`src/rtl/sbb_pkg.sv`:
```
package sbb_pkg;
  localparam logic [7:0] ADR_DATA = 8'h00;
  localparam logic [7:0] ADR_CTRL = 8'h01;

  typedef struct packed {
    logic wr_data;
    logic rd_data;
    logic wr_ctrl;
    logic rd_ctrl;
  } sbb_strobe_t;
endpackage

```
`src/rtl/sbb_fifo.sv`:
```
module sbb_fifo #(
  parameter int AW = 3,
  parameter int W  = 8
) (
  input  logic         clk,
  input  logic         rst,
  input  logic         push,
  input  logic [W-1:0] wdata,
  input  logic         pop,
  output logic [W-1:0] rdata,
  output logic         empty,
  output logic         full
);
  localparam int DEPTH = 1 << AW;

  logic [W-1:0] mem [DEPTH];
  logic [AW:0]  wr_ptr, rd_ptr;
  logic         do_push, do_pop;

  assign empty   = (wr_ptr == rd_ptr);
  assign full    = (wr_ptr[AW] != rd_ptr[AW]) && (wr_ptr[AW-1:0] == rd_ptr[AW-1:0]);
  assign do_push = push && !full;
  assign do_pop  = pop && !empty;
  assign rdata   = mem[rd_ptr[AW-1:0]];

  always_ff @(posedge clk) begin
    if (rst) begin
      wr_ptr <= '0;
      rd_ptr <= '0;
    end else begin
      if (do_push) wr_ptr <= wr_ptr + 1'b1;
      if (do_pop)  rd_ptr <= rd_ptr + 1'b1;
    end
  end

  always_ff @(posedge clk) begin
    if (do_push) mem[wr_ptr[AW-1:0]] <= wdata;
  end

  // Full and empty never coincide; a full queue with no pop stays full
  p_flags_excl_r4: assert property (@(posedge clk) disable iff (rst)
    !(empty && full));
  p_full_holds_r9: assert property (@(posedge clk) disable iff (rst)
    full && !pop |=> full);
  // Empty read leaves the queue empty
  p_empty_pop_r8: assert property (@(posedge clk) disable iff (rst)
    empty && !push |=> empty);
endmodule

```
`src/rtl/sbb_decode.sv`:
```
module sbb_decode
  import sbb_pkg::*;
(
  input  logic [7:0]  adr,
  input  logic        we,
  input  logic        stb,
  input  logic        cyc,
  output logic        ack,
  output sbb_strobe_t strb
);
  always_comb begin
    ack          = stb && cyc;
    strb.wr_data = ack &&  we && (adr == ADR_DATA);
    strb.rd_data = ack && !we && (adr == ADR_DATA);
    strb.wr_ctrl = ack &&  we && (adr == ADR_CTRL);
    strb.rd_ctrl = ack && !we && (adr == ADR_CTRL);
  end

  // At most one register access per cycle, and only inside an acknowledged cycle
  always_comb begin
    a_one_strobe_r2: assert ($onehot0(strb));
  end
endmodule

```
`src/rtl/sbb_top.sv`:
```
module sbb_top
  import sbb_pkg::*;
#(
  parameter int AW = 3
) (
  input  logic       clk,
  input  logic       master_rst,
  input  logic       bus_rst,
  input  logic [7:0] bus_adr,
  input  logic [7:0] bus_dat_i,
  input  logic       bus_we,
  input  logic       bus_stb,
  input  logic       bus_cyc,
  output logic [7:0] bus_dat_o,
  output logic       bus_ack,
  output logic [7:0] tx_byte,
  output logic       tx_valid,
  input  logic       tx_ready,
  input  logic [7:0] rx_byte,
  input  logic       rx_valid,
  output logic       rx_ready,
  output logic       rx_enable,
  output logic       rx_empty,
  output logic       rx_full,
  output logic       tx_empty,
  output logic       tx_full
);
  logic        rst;
  sbb_strobe_t strb;
  logic [7:0]  rx_head;

  assign rst = master_rst || bus_rst;

  sbb_decode u_dec (
    .adr (bus_adr),
    .we  (bus_we),
    .stb (bus_stb),
    .cyc (bus_cyc),
    .ack (bus_ack),
    .strb(strb)
  );

  sbb_fifo #(.AW(AW), .W(8)) u_txq (
    .clk  (clk),
    .rst  (rst),
    .push (strb.wr_data),
    .wdata(bus_dat_i),
    .pop  (tx_ready),
    .rdata(tx_byte),
    .empty(tx_empty),
    .full (tx_full)
  );

  assign tx_valid = !tx_empty;
  assign rx_ready = rx_enable && !rx_full;

  sbb_fifo #(.AW(AW), .W(8)) u_rxq (
    .clk  (clk),
    .rst  (rst),
    .push (rx_valid && rx_ready),
    .wdata(rx_byte),
    .pop  (strb.rd_data),
    .rdata(rx_head),
    .empty(rx_empty),
    .full (rx_full)
  );

  always_ff @(posedge clk) begin
    if (rst)               rx_enable <= 1'b0;
    else if (strb.wr_ctrl) rx_enable <= bus_dat_i[0];
  end

  always_comb begin
    bus_dat_o = 8'h00;
    if (strb.rd_data && !rx_empty) bus_dat_o = rx_head;
    else if (strb.rd_ctrl)         bus_dat_o = {7'b0, rx_enable};
  end

  // Held transmit byte stays put under back-pressure
  p_tx_hold_r5: assert property (@(posedge clk) disable iff (rst)
    tx_valid && !tx_ready |=> tx_valid && $stable(tx_byte));
  // Enable changes only through a control write
  p_en_hold_r6: assert property (@(posedge clk) disable iff (rst)
    !(bus_stb && bus_cyc && bus_we && bus_adr == ADR_CTRL) |=> $stable(rx_enable));
  // No ack outside a bus cycle
  p_ack_cyc_r2: assert property (@(posedge clk) disable iff (rst)
    !bus_cyc |-> !bus_ack);
  // Receive queue fills only through the handshake
  p_rx_gate_r7: assert property (@(posedge clk) disable iff (rst)
    rx_empty && !(rx_valid && rx_enable) |=> rx_empty);
endmodule

```
`config.mk`:
```
export PLATFORM = sky130hd
export DESIGN_NAME = sbb_top
export DESIGN_NICKNAME = d
export VERILOG_FILES = /design/src/rtl/sbb_pkg.sv /design/src/rtl/sbb_fifo.sv /design/src/rtl/sbb_decode.sv /design/src/rtl/sbb_top.sv
export SDC_FILE = /design/constraint.sdc
export NUM_CORES = 1
export LEC_CHECK = 0
export BUFFER_PORTS_ARGS = -buffer_cell sky130_fd_sc_hd__buf_2
export CAP_MARGIN = 10
export CORE_ASPECT_RATIO = 2
export CORE_MARGIN = 3
export CORE_UTILIZATION = 57
export CTS_BUF_LIST = sky130_fd_sc_hd__clkbuf_4 sky130_fd_sc_hd__clkbuf_8
export DETAILED_ROUTE_END_ITERATION = 12
export GPL_TIMING_DRIVEN = 0
export PLACE_DENSITY = 0.75
export SETUP_SLACK_MARGIN = 0.5
export SLEW_MARGIN = 40
export SYNTH_ARGS = -nofsm -noshare
export SYNTH_HDL_FRONTEND = slang
export SYNTH_SLANG_ARGS = --single-unit
```
`constraint.sdc`:
```
create_clock -name clk -period 7.6 [get_ports clk]
set_input_delay 0.76 -clock clk [delete_from_list [all_inputs] [get_ports clk]]
set_output_delay 0.76 -clock clk [all_outputs]
set_load 0.03 [all_outputs]
```
==> impl_metrics.yaml <==
outcome:
  outcome: "complete, no violations"
setup_path:
  rr_worst_depth: 8
  cpMostUsedCell: "buf_2"
  crit_required_ps: 6840
  worstSetupEndpointType: "output port"
  crit_type: "in2out"
  critPathMaxStageDelay_ps: 570
  cp-start-kind: "primary input"
  slowest_stage: "nor4_1"
  crit_fanout: 7
  path_cells: "buf_2 -> or4_4 -> nor4_1 -> nand2_1 -> nor2_1 -> buf_2"
  crit_arrival_ps: 2810
floorplanning:
  die_y_um: 152
  core_area_um2: 10300
  initial_utilization_pct: 59.4
  die_x_um: 79.2
  design.die.area_um2: 12100
  rows: 52
  io_pins: 56
global_route:
  grt_overflow: 0
  grt_pass1_wl_um: 18800
  grt.busiest_layer: "met2"
  grtUsageTotal_pct: 21.4
  grtUsageMet1_pct: 20.7
  grt_pass1_vias: 3608
  met3_usage_pct: 4.67
  antenna_found_initial: 0
  grt_max_degree: 17
  groute.layer.met2.usage_pct: 41.7
drt:
  avgViaCountPerCell: 5.86
  wirelength_um: 11700
  wl_per_cell_um: 20.3
  drc: 0
  vias: 3391
  ant_nets: 0
  dr.pass1.iters: 4
  drtIter0Drc: 205
finish:
  fin_nets: 467
  syn_to_final_growth_pct: 15.6
  n_antenna_cell: 0
  fillers: 733
  drive_gt1_share_pct: 35.6
synthesis:
  ys_top_cells_by_count: "edfxtp_1 (128), mux4_2 (32), dfxtp_1 (23), nor2_1 (16), a21oi_1 (13)"
  synth_area_leader_cell: "edfxtp_1"
  yosys-top-cells-area: "edfxtp_1 (63%), mux4_2 (12%), dfxtp_1 (7.5%)"
  synth_area_um2: 6100
  syn_inst: 350
  synthArstFlopShare_pct: 0
  synth.distinct_cells: 41
  synth_flop_cell: "edfxtp_1"
  synthesis.nets: 386
  synth-seq-cells: 151
  yosysTopAreaCellShare_pct: 63.0
  synth.avg_cell_area_um2: 17.4
  post-synth-top-count-cell: "edfxtp_1"
  yosys_warnings: 0
  ys_seq_area_share_pct: 70.5
  synth_edf_count: 128
sta:
  hold_viol: 0
  fin_tns_setup_ps: 0
  setup_violations: 0
  worst_pin_slew_ps: 839
  maxSlewViolCount: 0
  worst_hold_slack_ps: 525
  min_period_over_period_pct: 47.0
  fin_skew_ps: 8.61
  finalCriticalPeriod_ps: 3570
  fmax_mhz: 280
  max_slew_margin_pct: 43.3
  grt_setup_unrepaired: "no"
cts:
  cts_tree: "built"
  post-cts-setup-buffer-count: 0
  holdBufCountCts: 0
  clock_latency_ps: 440
  clock-sinks: 151
  htree_levels: 4
  cts-resized-gates: 0
  clk_pin_slew_worst_paths_ps: 70
  cts-root-buf: "clkbuf_8"
  clk_path_buf_depth: 2
  cts_buffers: 17
hold_path:
  hold_depth: 2
  min_path_type: "reg2reg"
power:
  vdd_drop_max_mv: 0.272
  p_per_area_nw_per_um2: 209
  finalPower_mw: 1.47
  p_leak_nw: 2.29
place:
  place.gp.congestion: 0.854
  io_buffers: 55
  hpwl_um: 8870
run:
  maxCapViolCount: 0
## through the flow
step / instances / cell area [µm²] / util (%) / setup WS [ps]
2_1_floorplan: 350 / 6100 / - / 4180
3_3_place_gp: 540 / 6550 / 63.7 / 3290
3_5_place_dp: 547 / 6660 / 64.8 / 3920
4_1_cts: 579 / 7030 / 68.4 / 4010
5_1_grt: 579 / 7060 / 68.7 / 3920
6_report: 579 / 7060 / 68.7 / 4030
## worst paths after layout
| kind | from | slack [ps] | to |
|---|---|---|---|
| setup / recovery | bus_adr[2] | 4030 | bus_dat_o[5] |
| hold / removal | rx_enable | 530 | rx_enable |
| setup reg to reg | u_rxq.wr_ptr[0] | 4540 | u_rxq.mem[0][1] |
| hold reg to reg | rx_enable | 530 | rx_enable |
## logic make-up after synthesis
group	after synthesis	synth area share, %
and+or+nand+nor	75	7.05
muxes	52	15.3
xor gates and xnor gates	11	1.58
adders and majority gates	4	0.820
DFF	151	70.5
buffers and inverters	26	1.64
AOI/OAI and AO/OA	31	3.12
## power breakdown
group	switching (mW)	total [mW]	internal, mW
Clock	0.292	0.555	0.263
Combinational	0.0158	0.0240	0.00818
Sequential	0.00000741	0.895	0.895
Total	0.308	1.47	1.17
## routing by layer
| layer | up-vias | share of wire (%) |
|---|---|---|
| li1 | 1571 | - |
| met1 | 1717 | 32 |
| met2 | 78 | 62 |
| met3 | 25 | 3.1 |
| met4 | 0 | 2.5 |
| met5 | - | 0 |
## worst max-delay path, delay by kind of cell
kind,cells,cell delay [ps]
simple gates,4,1730
buf+inv,2,320
## registers in the layout (all words and copies together) (netlist names), named ones only
signal / cells
rx_enable: 1
u_rxq.mem: 64
u_rxq.rd_ptr: 4
u_rxq.wr_ptr: 4
u_txq.mem: 64
u_txq.rd_ptr: 4
u_txq.wr_ptr: 4
## area by class of cell
class                           count  area (µm²)  area share [%]
Inverter                            9        33.8           0.479
Buffer                             17        66.3           0.940
Timing Repair Buffer               62         315            4.47
Sequential cell                   151        4300            61.0
Clock inverter                     14         125            1.77
Clock buffer                       18         241            3.42
Tap cell                          135         169            2.39
Multi-Input combinational cell    173        1800            25.5
## placed cells by master, fill, tap and decap left out, types with 6 or more instances in the layout
cell type / n
mux4_2: 32
xor2_1: 6
inv_1: 9
mux2_2: 9
buf_2: 62
edfxtp_1: 128
clkbuf_8: 17
dfxtp_1: 23
nor2_1: 12
clkbuf_1: 12
mux2i_1: 11
a21oi_1: 13
or3_1: 7
o21ai_0: 9
nand2_1: 10
nand3_1: 7
Note: power is estimated with default switching activity, not from simulation.
